$ cat src/rtl/ci_skip_pkg.sv
`timescale 1ns/1ps
package ci_skip_pkg;
  typedef enum logic [1:0] {
    STAGE_HEAD = 2'd0,
    STAGE_AOI  = 2'd1,
    STAGE_OAI  = 2'd2
  } stage_kind_e;

  // The incoming carry is active low only on the OR-AND-Invert kind.
  function automatic logic carry_in_low(stage_kind_e kind);
    return (kind == STAGE_OAI);
  endfunction

  // The outgoing carry is active low only on the AND-OR-Invert kind.
  function automatic logic carry_out_low(stage_kind_e kind);
    return (kind == STAGE_AOI);
  endfunction
endpackage

$ cat src/rtl/ci_ripple.sv
`timescale 1ns/1ps
module ci_ripple #(
  parameter int WIDTH = 8
) (
  input  logic [WIDTH-1:0] a_i,
  input  logic [WIDTH-1:0] b_i,
  input  logic             cin_i,
  output logic [WIDTH-1:0] sum_o,
  output logic             cout_o,
  output logic             grp_prop_o
);
  logic [WIDTH:0]   chain;
  logic [WIDTH-1:0] prop;

  assign chain[0] = cin_i;

  for (genvar i = 0; i < WIDTH; i++) begin : g_fa
    assign prop[i]    = a_i[i] ^ b_i[i];
    assign sum_o[i]   = prop[i] ^ chain[i];
    assign chain[i+1] = (a_i[i] & b_i[i]) | (prop[i] & chain[i]);
  end

  assign cout_o     = chain[WIDTH];
  assign grp_prop_o = &prop;
endmodule

$ cat src/rtl/ci_incr.sv
`timescale 1ns/1ps
module ci_incr #(
  parameter int WIDTH = 8
) (
  input  logic [WIDTH-1:0] part_i,
  input  logic             cin_i,
  output logic [WIDTH-1:0] sum_o,
  output logic             cout_o
);
  logic [WIDTH:0] hc;

  assign hc[0] = cin_i;

  for (genvar i = 0; i < WIDTH; i++) begin : g_ha
    assign sum_o[i] = part_i[i] ^ hc[i];
    assign hc[i+1]  = part_i[i] & hc[i];
  end

  assign cout_o = hc[WIDTH];
endmodule

$ cat src/rtl/ci_skip_gate.sv
`timescale 1ns/1ps
module ci_skip_gate
  import ci_skip_pkg::*;
#(
  parameter stage_kind_e KIND = STAGE_AOI
) (
  input  logic grp_prop_i,
  input  logic loc_carry_i,
  input  logic cin_raw_i,
  output logic cout_raw_o
);
  if (KIND == STAGE_AOI) begin : g_aoi
    // true carry in, inverted carry out
    assign cout_raw_o = ~((grp_prop_i & cin_raw_i) | loc_carry_i);
  end else if (KIND == STAGE_OAI) begin : g_oai
    // inverted carry in, true carry out
    assign cout_raw_o = ~((~grp_prop_i | cin_raw_i) & ~loc_carry_i);
  end else begin : g_head
    // the ripple chain already saw the true carry; the skip term adds nothing wrong
    assign cout_raw_o = loc_carry_i | (grp_prop_i & cin_raw_i);
  end
endmodule

$ cat src/rtl/ci_skip_stage.sv
`timescale 1ns/1ps
module ci_skip_stage
  import ci_skip_pkg::*;
#(
  parameter int          WIDTH = 8,
  parameter stage_kind_e KIND  = STAGE_AOI
) (
  input  logic             clk,
  input  logic             rst,
  input  logic [WIDTH-1:0] a_i,
  input  logic [WIDTH-1:0] b_i,
  input  logic             carry_i,
  output logic [WIDTH-1:0] sum_o,
  output logic             carry_o
);
  localparam logic CIN_LOW  = carry_in_low(KIND);
  localparam logic IS_HEAD  = (KIND == STAGE_HEAD);

  logic             cin_true;
  logic             ripple_cin;
  logic [WIDTH-1:0] loc_sum;
  logic             loc_carry;
  logic             grp_prop;
  logic [WIDTH-1:0] final_sum;
  logic             inc_carry;
  logic             carry_raw;

  assign cin_true   = carry_i ^ CIN_LOW;
  assign ripple_cin = IS_HEAD ? cin_true : 1'b0;

  ci_ripple #(.WIDTH(WIDTH)) u_ripple (
    .a_i        (a_i),
    .b_i        (b_i),
    .cin_i      (ripple_cin),
    .sum_o      (loc_sum),
    .cout_o     (loc_carry),
    .grp_prop_o (grp_prop)
  );

  if (IS_HEAD) begin : g_no_incr
    assign final_sum = loc_sum;
    assign inc_carry = 1'b0;
  end else begin : g_incr
    ci_incr #(.WIDTH(WIDTH)) u_incr (
      .part_i (loc_sum),
      .cin_i  (cin_true),
      .sum_o  (final_sum),
      .cout_o (inc_carry)
    );
  end

  ci_skip_gate #(.KIND(KIND)) u_skip (
    .grp_prop_i  (grp_prop),
    .loc_carry_i (loc_carry),
    .cin_raw_i   (carry_i),
    .cout_raw_o  (carry_raw)
  );

  always_ff @(posedge clk) begin
    if (rst) begin
      sum_o   <= '0;
      carry_o <= 1'b0;
    end else begin
      sum_o   <= final_sum;
      carry_o <= carry_raw;
    end
  end
endmodule

$ cat config.mk
export PLATFORM = sky130hd
export DESIGN_NAME = ci_skip_stage
export DESIGN_NICKNAME = d
export VERILOG_FILES = /design/src/rtl/ci_skip_pkg.sv /design/src/rtl/ci_ripple.sv /design/src/rtl/ci_incr.sv /design/src/rtl/ci_skip_gate.sv /design/src/rtl/ci_skip_stage.sv
export SDC_FILE = /design/constraint.sdc
export NUM_CORES = 1
export LEC_CHECK = 0
export BUFFER_PORTS_ARGS = -buffer_cell sky130_fd_sc_hd__buf_2
export CELL_PAD_IN_SITES_DETAIL_PLACEMENT = 1
export CELL_PAD_IN_SITES_GLOBAL_PLACEMENT = 1
export CORE_MARGIN = 10
export CORE_UTILIZATION = 30
export CTS_CLUSTER_DIAMETER = 80
export DETAILED_ROUTE_END_ITERATION = 10
export PLACE_DENSITY = 0.71
export SYNTH_ARGS = -nofsm -noshare
export SYNTH_HDL_FRONTEND = slang
export SYNTH_SLANG_ARGS = --single-unit
$ cat constraint.sdc
create_clock -name clk -period 4 [get_ports clk]
set_input_delay 0.8 -clock clk [delete_from_list [all_inputs] [get_ports clk]]
set_output_delay 0.8 -clock clk [all_outputs]
set_load 0.01 [all_outputs]
=== Word-level counts from Yosys, hierarchy flattened ===
Cells that the tools add are included.

* $add $sub $neg: 0
* Multipliers: 0
* Divide/modulo/power cells: 0
* Magnitude comparators: 0
* Eq/ne operators: 0
* Shifts and indexed selects: 0
* Mux-type cells: 0
* Bitwise gates (word level): 55
* Reduce and logical (&&, ||, !) cells: 1

{| class="wikitable"
|+ Operators with widths
! operator !! number
|-
| AND 1 bit || 23
|-
| XOR 1 bit || 23
|-
| OR 1 bit || 8
|-
| AND reduction 8 bit || 1
|-
| inverter 1 bit || 1
|}

* Register bits after elaboration: 9
* Latch bits: 0
* RAM bits: 0
* Bits in read-only memories: 0
* Output and inout bits: 9
* Logic and storage cells: 58
* Memories: 0

=== Logic depth before layout (Yosys ltp) ===
* Word-level depth: 17
* Depth in mapped cells: 13

=== Modules after synthesis ===
Synthesis repeated with hierarchy kept, for this count alone.

* Cells, all modules: 57
* Area, all modules: 663.1 µm²

{| class="wikitable"
|+ By module, submodules not included
! module !! times used !! cells an instance !! area an instance (µm²)
|-
| ci_ripple || 1 || 29 || 314.1
|-
| ci_skip_stage || 1 || 19 || 240.2
|-
| ci_incr || 1 || 8 || 100.1
|-
| ci_skip_gate || 1 || 1 || 8.8
|}

=== Worst setup path after synthesis ===
OpenSTA, ideal clock, no wires.

* Path kind: input-to-reg
* Start point: in a_i[0]
* End point: reg sum_o[7]
* Data arrival time: 3.729 ns
* Required time: 3.886 ns
* Setup slack: 0.157 ns
* Stages: 13
* Cell sequence: ha_1 inv_1 fa_1 fa_1 fa_1 fa_1 fa_1 inv_1 fa_1 inv_1 fa_1 xor2_1 nor2_1

* Word-level cells in the longest chain between the ends: 15
* Elaborated cells between the ends (all ways): 29
* Classes of those cells: bitwise: 29

{| class="wikitable"
|+ Ends and longest elaborated chain
! item !! RTL line !! RTL
|-
| start, declared || ci_skip_stage.sv:10 || <nowiki>input logic [WIDTH-1:0] a_i,</nowiki>
|-
| AND 1 bit (2 in a row) || ci_ripple.sv:20 || <nowiki>assign chain[i+1] = (a_i[i] & b_i[i]) | (prop[i] & chain[i]);</nowiki>
|-
| OR 1 bit || ci_ripple.sv:20 ||
|-
| AND 1 bit || ci_ripple.sv:20 ||
|-
| OR 1 bit || ci_ripple.sv:20 ||
|-
| AND 1 bit || ci_ripple.sv:20 ||
|-
| OR 1 bit || ci_ripple.sv:20 ||
|-
| AND 1 bit || ci_ripple.sv:20 ||
|-
| OR 1 bit || ci_ripple.sv:20 ||
|-
| AND 1 bit || ci_ripple.sv:20 ||
|-
| OR 1 bit || ci_ripple.sv:20 ||
|-
| AND 1 bit || ci_ripple.sv:20 ||
|-
| OR 1 bit || ci_ripple.sv:20 ||
|-
| XOR 1 bit || ci_ripple.sv:19 || <nowiki>assign sum_o[i] = prop[i] ^ chain[i];</nowiki>
|-
| XOR 1 bit (*) || ci_incr.sv:15 || <nowiki>assign sum_o[i] = part_i[i] ^ hc[i];</nowiki>
|-
| end signal, assigned || ci_skip_stage.sv:64 || <nowiki>sum_o <= final_sum;</nowiki>
|-
| end, declared || ci_skip_stage.sv:13 || <nowiki>output logic [WIDTH-1:0] sum_o,</nowiki>
|}

Mark *: on every way between the ends. The rest lies on a longest branch, timed or not.
A chain may end at the register's enable or synchronous reset.

=== Final worst setup path ===
Same ends and word-level chain as after synthesis.

==> impl_metrics.yaml <==
route:
  ant_nets: 0
  wire_per_inst_um: 11.3
  vias: 478
  viasPerCell: 3.85
  drtIter0Drc: 3
  dr.pass1.iters: 3
  routed_wl_um: 1400
  drc: 0
sta:
  fin_tns_setup_ps: 0
  slew_viol_final: 0
  grt_setup_unrepaired: "false"
  holdWs_ps: 821
  max_slew_margin_pct: 89.8
  period_needed_ps: 3800
  setup_viol: 0
  max_freq_mhz: 263
  fin_crit_sh_pct: 95.0
  hold_viol_final: 0
  setup_slack_ps: 200
  worst_pin_slew_ps: 154
synthesis:
  syn_nets: 106
  synthTopCellsByArea: "ha_1, dfxtp_1, fa_1"
  ys_ff_latch: 9
  ys_types: 11
  synthAdderAreaFrac_pct: 49.1
  netlist_area_um2: 668
  ys_seq_area_share_pct: 27.0
  synth_top_family_by_area: "adder cells"
  muxShareOfSynthArea_pct: 0
  synth.largest_area_cell: "ha_1"
  synth_cells: 65
  synth_xor_area_share_pct: 1.31
  yosysTopAreaCellShare_pct: 28.1
  synthSimpleGateAreaFrac_pct: 9.36
  ys_warn_count: 0
  synth.avg_cell_area_um2: 10.3
  synth_compound_area_share_pct: 1.50
critical_path:
  path_cells: "buf_2 -> ha_1 -> inv_1 -> fa_1 -> fa_1 -> fa_1 -> fa_1 -> fa_1 -> inv_1 -> fa_1 -> inv_1 -> fa_1 -> xor2_1 -> nor2_1"
  crit_path_top_delay_cell: "fa_1"
  cp-start-kind: "input pin"
  path_class: "in2reg"
  crit_start: "a_i[0]"
  arrival_ps: 3950
  required_ps: 4150
  crit_fanout: 1
  worst_setup_path_end_kind: "flop"
  worst_path_largest_cell_delay_ps: 500
  endpoint: "sum_o[7]$_SDFF_PP0_"
  crit_top_cell: "fa_1"
clock_network:
  htreeDepth: 1
  cts_sinks: 9
  clk_pin_slew_worst_paths_ps: 60
  root_buffer: "clkbuf_4"
  cts_tree: "built"
  cts_setup_buffers: 0
  cts_buffers: 3
  post_cts_resized: 0
  ctsHoldBuffers: 0
  clk_path_buf_depth: 2
grt:
  grt_overflow: 0
  antenna_found_initial: 0
  grt_usage_pct: 6.96
  grt_max_degree: 10
  grt_pass1_wl_um: 2360
  grt_pass1_vias: 536
status:
  status: "completed"
floorplanning:
  core_um2: 2170
  rows: 17
  io_pins: 28
  die_h_um: 67.2
  die_w_um: 67.2
  die-area_um2: 4510
  start_util_pct: 30.8
final_layout:
  area_delta_synth_final_pct: 29.4
  final_area_um2: 865
  final_common_cell: "buf_2"
  fillers: 277
  nets: 138
  drive_gt1_share_pct: 31.3
  layout_common_cells: "buf_2, inv_1, ha_1"
  antenna_cells: 0
power_and_ir_drop:
  p_leak_uw: 0.000515
  ir_drop_mv: 0.108
  power.density_nw_per_um2: 294
placement:
  place_congestion: 0.716
  io_buffers: 27
  hpwl_um: 1320
  pre_cts_ws_ps: -82.0
  placed_area_um2: 838
hold_path:
  hold_class: "in2reg"
flow_run:
  drv_cap: 0
## stage by stage
stage,utilization [%],std cells,power (uW)
after floorplan,-,65,154
after global placement,38.6,120,188
after detailed placement,38.6,120,191
after CTS,39.9,124,262
after global routing,39.9,124,278
final,39.9,124,254
## critical path: cells and delay by family
family,cells,cell delay [ps]
buffers and inverters,4,260
adders and majority gates,8,2690
xor gates and xnor gates,1,150
and+or+nand+nor,1,50
## sequential cells by signal, indices dropped and copies added, names as in the netlist
register  flops
carry_o       1
sum_o         8
## final cells by class
| class | instances | area, um^2 | share of cell area, % |
|---|---|---|---|
| inverter | 21 | 78.8 | 9.12 |
| clock buffer | 4 | 26.3 | 3.04 |
| sequential | 9 | 180 | 20.8 |
| multi-input combinational | 35 | 409 | 47.3 |
| timing repair buffer | 27 | 135 | 15.6 |
| tap | 28 | 35.0 | 4.05 |
## cells in the mapped netlist
cell / number
dfxtp_1: 9
nand2_1: 1
xor2_1: 1
o311a_1: 1
nand3_1: 1
inv_1: 21
nand4_1: 1
nor2b_1: 7
fa_1: 7
nor2_1: 1
ha_1: 15
## cell families (layout without fill, tap and decap cells)
kind of cell	after synthesis	after routing
AO/OA/AOI/OAI	1	1
buffers and inverters	21	52
XOR/XNOR	1	1
AND/OR/NAND/NOR	11	11
flip-flops	9	9
adder cells (fa/ha/maj)	22	22
## routing by layer
layer	global-route usage, %	share of wire [%]	vias to the layer above
li1	-	-	249
met5	0	0	-
met2	10.9	46	18
met1	7.55	40	207
met3	2.48	11	4
met4	5.38	2.7	0
## power by group
group / switching, uW / internal (uW) / total, uW
Combinational: 42.5 / 39.7 / 82.2
Sequential: 2.19 / 102 / 104
Clock: 29.1 / 38.3 / 67.4
## how the worst min path moves through the flow
stage | startpoint | endpoint | slack (ps) | cells past startpoint
finish | rst | sum_o[5]$_SDFF_PP0_ | 820 | 2
global route | rst | sum_o[5]$_SDFF_PP0_ | 840 | 2
CTS | rst | sum_o[2]$_SDFF_PP0_ | 810 | 2
detailed placement | rst | sum_o[2]$_SDFF_PP0_ | 1090 | 2
global placement | rst | sum_o[0]$_SDFF_PP0_ | 1090 | 2
floorplan | rst | sum_o[0]$_SDFF_PP0_ | 870 | 1
Note: power is estimated with default switching activity, not from simulation.
